==> config.mk <==
export PLATFORM = sky130hd
export DESIGN_NAME = cmp_match_timer
export DESIGN_NICKNAME = d
export VERILOG_FILES = /design/src/rtl/cmp_timer_pkg.sv /design/src/rtl/cmp_timer_counter.sv /design/src/rtl/cmp_timer_match.sv /design/src/rtl/cmp_timer_outpin.sv /design/src/rtl/cmp_match_timer.sv
export SDC_FILE = /design/constraint.sdc
export NUM_CORES = 1
export LEC_CHECK = 0
export CAP_MARGIN = 20
export CORE_MARGIN = 1
export CORE_UTILIZATION = 46
export CTS_CLUSTER_DIAMETER = 80
export CTS_CLUSTER_SIZE = 28
export DETAILED_ROUTE_END_ITERATION = 7
export GPL_TIMING_DRIVEN = 0
export MAX_ROUTING_LAYER = met4
export PLACE_DENSITY = 0.83
export REMOVE_ABC_BUFFERS = 1
export SETUP_SLACK_MARGIN = 0.02
export SLEW_MARGIN = 30
export SYNTH_ARGS = -nofsm -noshare
export SYNTH_HDL_FRONTEND = slang
export SYNTH_SLANG_ARGS = --single-unit
==> constraint.sdc <==
create_clock -name clk -period 3.35 [get_ports clk]
set_input_delay 0.335 -clock clk [delete_from_list [all_inputs] [get_ports clk]]
set_output_delay 0.335 -clock clk [all_outputs]
set_load 0.02 [all_outputs]
==> src/rtl/cmp_timer_pkg.sv <==
`timescale 1ns/1ps
// Package: shared types for the compare-match timer.
// Assumes: nothing beyond being compiled before the timer modules.
package cmp_timer_pkg;

    // Pin action applied on a fine-comparator match.
    typedef enum logic [1:0] {
        ACT_KEEP = 2'b00,
        ACT_LOW  = 2'b01,
        ACT_HIGH = 2'b10,
        ACT_FLIP = 2'b11
    } act_e;

endpackage

==> src/rtl/cmp_timer_counter.sv <==
`timescale 1ns/1ps
// Module: cmp_timer_counter
// Holds the up-counter and the run-edge detector. It restarts on a run
// rising edge, advances while running and not held, and goes to zero when
// the match unit requests a clear.
// Assumes: clr_now is only asserted in a cycle where adv is high.
module cmp_timer_counter #(
    parameter int CNT_W = 10
) (
    input  logic             clk,
    input  logic             rst_n,
    input  logic             run,
    input  logic             hold,
    input  logic             clr_now,
    output logic [CNT_W-1:0] cnt,
    output logic             start,
    output logic             adv
);

    logic run_q;

    // Start pulse and advance qualifier derived from run history.
    always_comb begin
        start = run && !run_q;
        adv   = run && run_q && !hold;
    end

    // Remember run from the previous cycle for edge detection.
    always_ff @(posedge clk) begin
        if (!rst_n) run_q <= 1'b0;
        else        run_q <= run;
    end

    // Counter register: restart, clear on match, or increment with wrap.
    always_ff @(posedge clk) begin
        if (!rst_n)       cnt <= '0;
        else if (start)   cnt <= '0;
        else if (adv)     cnt <= clr_now ? '0 : cnt + 1'b1;
    end

    assert_stop_R3: assert property (@(posedge clk) disable iff (!rst_n)
        !run |=> $stable(cnt));

    assert_pause_R3: assert property (@(posedge clk) disable iff (!rst_n)
        (hold && !start) |=> $stable(cnt));

endmodule

==> src/rtl/cmp_timer_match.sv <==
`timescale 1ns/1ps
// Module: cmp_timer_match
// Compares the count with the coarse period value (upper bits) and the fine
// value, chooses the clear source and registers the one-cycle request flags.
// Assumes: configuration inputs stay fixed while adv is high.
module cmp_timer_match #(
    parameter int CNT_W = 10,
    parameter int PER_W = 3
) (
    input  logic             clk,
    input  logic             rst_n,
    input  logic [CNT_W-1:0] cnt,
    input  logic             adv,
    input  logic             clr_sel,
    input  logic [PER_W-1:0] per_val,
    input  logic [CNT_W-1:0] cmp_val,
    output logic             a_hit,
    output logic             clr_now,
    output logic             flag_a,
    output logic             flag_p,
    output logic             cfg_err
);

    localparam int SHIFT = CNT_W - PER_W;
    localparam logic [CNT_W-1:0] CNT_MAX = {CNT_W{1'b1}};
    localparam logic [CNT_W-1:0] ONE     = {{(CNT_W-1){1'b0}}, 1'b1};

    logic [CNT_W-1:0] a_eff;
    logic [CNT_W-1:0] p_tgt;
    logic             per_zero;
    logic             p_hit;

    // Clamp an illegal zero fine value to one and report it.
    always_comb begin
        cfg_err = (cmp_val == '0);
        a_eff   = cfg_err ? ONE : cmp_val;
    end

    // Period target: the period value placed in the top bits.
    always_comb begin
        per_zero = (per_val == '0);
        p_tgt    = per_zero ? CNT_MAX : {per_val, {SHIFT{1'b0}}};
    end

    // Match detection, only on edges where the counter advances.
    always_comb begin
        a_hit = adv && (cnt == a_eff);
        p_hit = adv && (cnt == p_tgt);
    end

    // Clear source selection; a zero period lets the counter wrap by itself.
    always_comb begin
        if (clr_sel) clr_now = a_hit;
        else         clr_now = p_hit && !per_zero;
    end

    // Register the request flags; the period flag is dropped when the fine
    // comparator owns the clear.
    always_ff @(posedge clk) begin
        if (!rst_n) begin
            flag_a <= 1'b0;
            flag_p <= 1'b0;
        end else begin
            flag_a <= a_hit;
            flag_p <= p_hit && !clr_sel;
        end
    end

    assert_no_pflag_R7: assert property (@(posedge clk) disable iff (!rst_n)
        flag_p |-> $past(!clr_sel));

    assert_clear_R4: assert property (@(posedge clk) disable iff (!rst_n)
        clr_now |=> (cnt == '0));

    assert_single_flag_R6: assert property (@(posedge clk) disable iff (!rst_n)
        (flag_a && $stable(cmp_val)) |-> !a_hit || (cnt != a_eff));

endmodule

==> src/rtl/cmp_timer_outpin.sv <==
`timescale 1ns/1ps
// Module: cmp_timer_outpin
// Keeps the pin level, loads the initial level at start and applies the
// selected action on each fine match. The polarity is applied at the port.
// Assumes: start and a_hit are never high in the same cycle.
module cmp_timer_outpin
    import cmp_timer_pkg::*;
(
    input  logic       clk,
    input  logic       rst_n,
    input  logic       start,
    input  logic       a_hit,
    input  logic [1:0] act_sel,
    input  logic       init_lvl,
    input  logic       pol,
    output logic       pin_out
);

    logic lvl;
    logic lvl_nxt;

    // Next level chosen by the action field on a fine match.
    always_comb begin
        lvl_nxt = lvl;
        case (act_e'(act_sel))
            ACT_KEEP: lvl_nxt = lvl;
            ACT_LOW:  lvl_nxt = 1'b0;
            ACT_HIGH: lvl_nxt = 1'b1;
            ACT_FLIP: lvl_nxt = !lvl;
            default:  lvl_nxt = lvl;
        endcase
    end

    // Level register: initial level at start, action on fine match.
    always_ff @(posedge clk) begin
        if (!rst_n)      lvl <= 1'b0;
        else if (start)  lvl <= init_lvl;
        else if (a_hit)  lvl <= lvl_nxt;
    end

    // Apply polarity on the way to the pin.
    always_comb pin_out = lvl ^ pol;

    assert_pin_quiet_R10: assert property (@(posedge clk) disable iff (!rst_n)
        (!a_hit && !start) |=> $stable(lvl));

    assert_drive_hi_R9: assert property (@(posedge clk) disable iff (!rst_n)
        (a_hit && !start && act_sel == 2'b10) |=> lvl);

    assert_start_lvl_R2: assert property (@(posedge clk) disable iff (!rst_n)
        start |=> (lvl == $past(init_lvl)));

endmodule

==> src/rtl/cmp_match_timer.sv <==
`timescale 1ns/1ps
// Module: cmp_match_timer (top)
// Compare-match timer: counter, two comparators with selectable clear
// source, one-cycle request flags and a fine-match-driven output pin.
// Assumes: configuration is changed only while run is low.
module cmp_match_timer #(
    parameter int CNT_W = 10,
    parameter int PER_W = 3
) (
    input  logic             clk,
    input  logic             rst_n,
    input  logic             run,
    input  logic             hold,
    input  logic             clr_sel,
    input  logic [1:0]       act_sel,
    input  logic             init_lvl,
    input  logic             pol,
    input  logic [PER_W-1:0] per_val,
    input  logic [CNT_W-1:0] cmp_val,
    output logic [CNT_W-1:0] count,
    output logic             flag_p,
    output logic             flag_a,
    output logic             pin_out,
    output logic             cfg_err
);

    logic start;
    logic adv;
    logic a_hit;
    logic clr_now;

    cmp_timer_counter #(.CNT_W(CNT_W)) u_cnt (
        .clk     (clk),
        .rst_n   (rst_n),
        .run     (run),
        .hold    (hold),
        .clr_now (clr_now),
        .cnt     (count),
        .start   (start),
        .adv     (adv)
    );

    cmp_timer_match #(.CNT_W(CNT_W), .PER_W(PER_W)) u_match (
        .clk     (clk),
        .rst_n   (rst_n),
        .cnt     (count),
        .adv     (adv),
        .clr_sel (clr_sel),
        .per_val (per_val),
        .cmp_val (cmp_val),
        .a_hit   (a_hit),
        .clr_now (clr_now),
        .flag_a  (flag_a),
        .flag_p  (flag_p),
        .cfg_err (cfg_err)
    );

    cmp_timer_outpin u_pin (
        .clk      (clk),
        .rst_n    (rst_n),
        .start    (start),
        .a_hit    (a_hit),
        .act_sel  (act_sel),
        .init_lvl (init_lvl),
        .pol      (pol),
        .pin_out  (pin_out)
    );

endmodule

Word level (Yosys, flattened, before mapping) --
Cells that the tools add are included.
Word-level totals: register bits 14
Operators by class: add/subtract/negate cells 1, eq/ne operators 6, muxes and demuxes 7, bitwise logic cells 2, reductions and logical operators 18
Operators with widths (count):
- $mux W10 | 3
- $eq A10 B10 Y1 | 2
- $add A10 B1 Y10 const B | 1
- $logic_not A10 Y1 | 1
- $logic_and A1 B1 Y1 | 7
- $logic_not A1 Y1 | 5
- $eq A2 B2 Y1 const B | 2
- $logic_not A3 Y1 | 1
- $mux W1 | 3
- $pmux W1 S3 | 1
- $eq A2 B1 Y1 const B | 1
- $logic_not A2 Y1 | 1
- $ne A2 B2 Y1 const B | 1
- $reduce_and A2 Y1 | 1
- $reduce_bool A2 Y1 | 1
- $reduce_or A2 Y1 | 1
- $not A1 Y1 | 1
- $xor A1 B1 Y1 | 1

Depth between registers and ports, before layout --
depth after elaboration 7, mapped depth 6, gate-level depth less buffers 5

Hierarchy --
Synthesis repeated with hierarchy kept, for this count alone.
Second synthesis, totals: cells, all modules 104, area total of the unflattened synthesis 899.6 µm²
By module, submodules not included:
- cmp_timer_counter | instances 1, cells each 57, area an instance 519.2 µm², sequential area each 220.2 µm²
- cmp_timer_match | instances 1, cells each 41, area an instance 321.6 µm², sequential area each 40.0 µm²
- cmp_timer_outpin | instances 1, cells each 6, area an instance 58.8 µm², sequential area each 20.0 µm²

Least setup slack after synthesis --
OpenSTA, ideal clock, no wires.
path kind reg-to-reg, start point reg u_cnt.cnt[5], end point reg u_cnt.cnt[0], library setup time 140 ps, arrival time 1675 ps, data required time 3210 ps, path slack 1535 ps, stages on the path, launching flop included 7, buffers on the path 1, period minus slack after synthesis 1815 ps, cells stage by stage dfxtp_1 -> clkbuf_1 -> xor2_1 -> nor4_2 -> nand4_2 -> nor3b_2 -> nor4_1
On the way: word-level cells in the longest chain between the ends 5, elaborated cells between the ends (all ways) 7, those cells by class eq/ne: 2; mux: 2; reduce/logical: 3
Ends and longest elaborated chain:
- start, declared | line cmp_timer_counter.sv:15 | output logic [CNT_W-1:0] cnt,
- start signal, assigned | line cmp_timer_counter.sv:38 | else if (adv) cnt <= clr_now ? '0 : cnt + 1'b1;
- $eq A10 B10 Y1 | line cmp_timer_match.sv:48 | p_hit = adv && (cnt == p_tgt);
- $logic_and A1 B1 Y1 | line cmp_timer_match.sv:48
- $logic_and A1 B1 Y1 | line cmp_timer_match.sv:54 | else clr_now = p_hit && !per_zero;
- $mux W1 * | line cmp_timer_match.sv:53 | if (clr_sel) clr_now = a_hit;
- $mux W10 * | line cmp_timer_counter.sv:38
Every way passes the cells marked *; elsewhere a longest branch is shown, timed or not. A chain may end at the register's enable or synchronous reset.

Final worst setup path --
start point in cmp_val[7], end point out cfg_err
On the way: word-level cells in the longest chain between the ends 1
Ends and longest elaborated chain:
- start, declared | line cmp_match_timer.sv:19 | input logic [CNT_W-1:0] cmp_val,
- $logic_not A10 Y1 | line cmp_timer_match.sv:35 | cfg_err = (cmp_val == '0);
- end, declared | line cmp_match_timer.sv:24 | output logic cfg_err
Every way passes these cells.

==> flow_summary_export.csv <==
group,metric,value,unit
floorplan,initial_utilization,48.6,%
critical_path,path_max_fanout,2,
synthesis,syn_area_per_cell,8.82,sq um
sta,fin_crit_sh,72.6,%
global_routing,grt_pass1_wl,3750,um
clock_network,ctsLongestPathBuffers,2,
pwr,p_leak,0.472,nW
placement,port_buffers,35,
layout,seqCellArea,280,sq um
critical_path,worstPathRequired,3.01,ns
synthesis,synth_top_area_share,29.7,%
sta,holdWs,0.583,ns
sta,relSlewSlack,55.8,%
global_routing,antenna_found_initial,0,
clock_network,root_buffer,"clkbuf_4",
placement,place_area,1300,sq um
synthesis,syn-cell-area,943,sq um
pwr,power_density,271,nW/um^2
global_routing,grt_busiest_layer,"met2",
route,dr_total_vias,986,
flow_run,maxCapViolations,0,
global_routing,met1_usage,28.1,%
floorplan,die_h,47.3,um
floorplan,io_pins,36,
sta,skew,0.00166,ns
synthesis,yosysMostFrequentCell,"dfxtp_1",
clock_network,clk_latency,0.29,ns
floorplan,die_area,2240,sq um
layout,diodes,0,
layout,utilization,68.8,%
floorplan,rows,16,
synthesis,synth_top_flop_cell,"dfxtp_1",
global_routing,use_met3,3.85,%
synthesis,yosysWarnings,0,
route,drtAntennaViolNets,0,
clock_network,ctsHoldBuffers,0,
floorplan,coreArea,1940,sq um
route,viasPerCell,5.87,
critical_path,setup.worst_path.class,"input pin to output port",
pwr,ir_drop,0.190,mV
sta,hold_violations,0,
clock_network,cts.sinks,14,
clock_network,post_cts_buffers,0,
sta,max_freq,0.411,GHz
critical_path,critPathLaunchType,"input pin",
layout,drive_gt1_share,8.51,%
hold_path,hp-class,"flop to flop",
synthesis,yosysTopAreaCell,"dfxtp_1",
global_routing,grt_max_degree,12,
sta,layout_min_cycle_time,2.43,ns
synthesis,synth_common_cells,"dfxtp_1, xor2_1, nor4_1, xnor2_1, nor2_1",
global_routing,grt_pass1_vias,891,
layout,fillers,175,
sta,worst_pin_slew,0.660,ns
layout,design_area,1340,sq um
layout,fin_nets,165,
layout,multiInputGateArea,636,sq um
clock_network,clk_pin_slew,0.09,ns
placement,gp_congestion,0.755,
global_routing,use_met2,42.5,%
synthesis,yosysSeqAreaShare,29.7,%
synthesis,async_flop_share,0,%
synthesis,synthTopCellsByArea,"dfxtp_1, xor2_1, xnor2_1",
clock_network,cts_resized,0,
synthesis,synth_edf_count,0,
route,detail_route.first_pass.iterations,4,
floorplan,die_w,47.3,um
global_routing,track_usage,24.9,%
clock_network,h-tree-depth,1,
route,initialDrtViolationCount,27,
clock_network,cts_inserted_buffers,3,
placement,hpwl,1870,um
route,wire_per_inst,14.9,um
route,drc,0,
sta,setup_viol_count_final,0,
synthesis,syn_inst,107,
layout,area_growth,41.6,%
critical_path,crit_arrival,2.10,ns
sta,rsz0062_at_grt,"false",
clock_network,cts_tree,"built",
synthesis,yosysUniqueCellTypes,37,
sta,finalSetupTns,0,ns
route,finalWirelength,2500,um
synthesis,synth-seq-cells,14,
critical_path,critPathCaptureType,"output port",
run_status,status,"finished clean",
sta,maxSlewViolCount,0,
global_routing,grt.overflow.total,0,
[registers in the layout, summed over array words and instances (netlist names)]
signal	cells
u_cnt.cnt	10
u_cnt.run_q	1
u_match.flag_a	1
u_match.flag_p	1
u_pin.lvl	1
[worst paths after layout]
| path | slack [ns] | endpoint | cells past startpoint | from |
|---|---|---|---|---|
| max reg2reg | 1.32 | u_cnt.cnt[7] | 5 | u_cnt.cnt[0] |
| min | 0.58 | u_pin.lvl | 2 | u_pin.lvl |
| max | 0.92 | cfg_err | 5 | cmp_val[7] |
| min reg2reg | 0.58 | u_pin.lvl | 2 | u_pin.lvl |
[layer usage]
| layer | up-vias | routed length (um) |
|---|---|---|
| met4 | 0 | 57 |
| met1 | 478 | 1060 |
| met2 | 30 | 1270 |
| met5 | - | 0 |
| li1 | 472 | - |
| met3 | 6 | 100 |
[worst max-delay path, stage by stage]
cell,delay (ns)
clkdlybuf4s50_1,0.46
nor4_1,0.46
nand3_1,0.12
nor2_1,0.10
clkdlybuf4s50_1,0.61
[metrics by stage]
step | std cells | power (mW) | worst slack [ns]
finish | 168 | 0.362 | 0.919
global route | 168 | 0.377 | 0.797
floorplan | 102 | 0.198 | 1.58
global placement | 164 | 0.236 | 0.901
CTS | 168 | 0.364 | 0.920
detailed placement | 164 | 0.238 | 0.829
[power breakdown]
part,internal (mW),switching [mW],leakage (nW)
clock,0.0663,0.0610,0.0210
sequential,0.168,0.00225,0.113
combinational,0.0357,0.0283,0.338
[cell usage in the layout (no fill, tap or decap)]
cell / instances
a211oi_1: 1
a21oi_1: 3
a31oi_1: 2
and2_1: 1
and3_1: 1
and3_2: 1
and3b_1: 1
and4_1: 2
clkbuf_4: 3
clkbuf_8: 1
clkdlybuf4s50_1: 35
dfxtp_1: 14
ha_1: 1
mux2i_1: 1
nand2_1: 5
nand2b_1: 1
nand3_1: 4
nand3b_2: 1
nand4_1: 4
nand4_2: 1
nor2_1: 7
nor2b_1: 1
nor3_1: 6
nor3b_1: 1
nor3b_2: 1
nor4_1: 9
nor4_2: 2
nor4_4: 1
nor4b_1: 1
o2111ai_1: 1
o211ai_1: 2
o21a_1: 1
o21ai_0: 1
or3b_2: 1
or4_1: 2
xnor2_1: 9
xor2_1: 12
[cells by family after synthesis]
logic type	count (synthesis)	share of synthesized area, %
DFF	14	29.7
AOI/OAI and AO/OA	11	7.56
and+or+nand+nor	54	37.9
muxes	1	1.06
buffers and inverters	5	2.92
xor gates and xnor gates	21	19.5
adders and majority gates	1	1.33
[cell type report]
type                            count  share of cell area (%)
Timing Repair Buffer               35                    26.2
Tap cell                           27                    2.53
Multi-Input combinational cell     88                    47.6
Clock buffer                        4                    2.72
Sequential cell                    14                    21.0
Power figures use the tool's default switching activity.
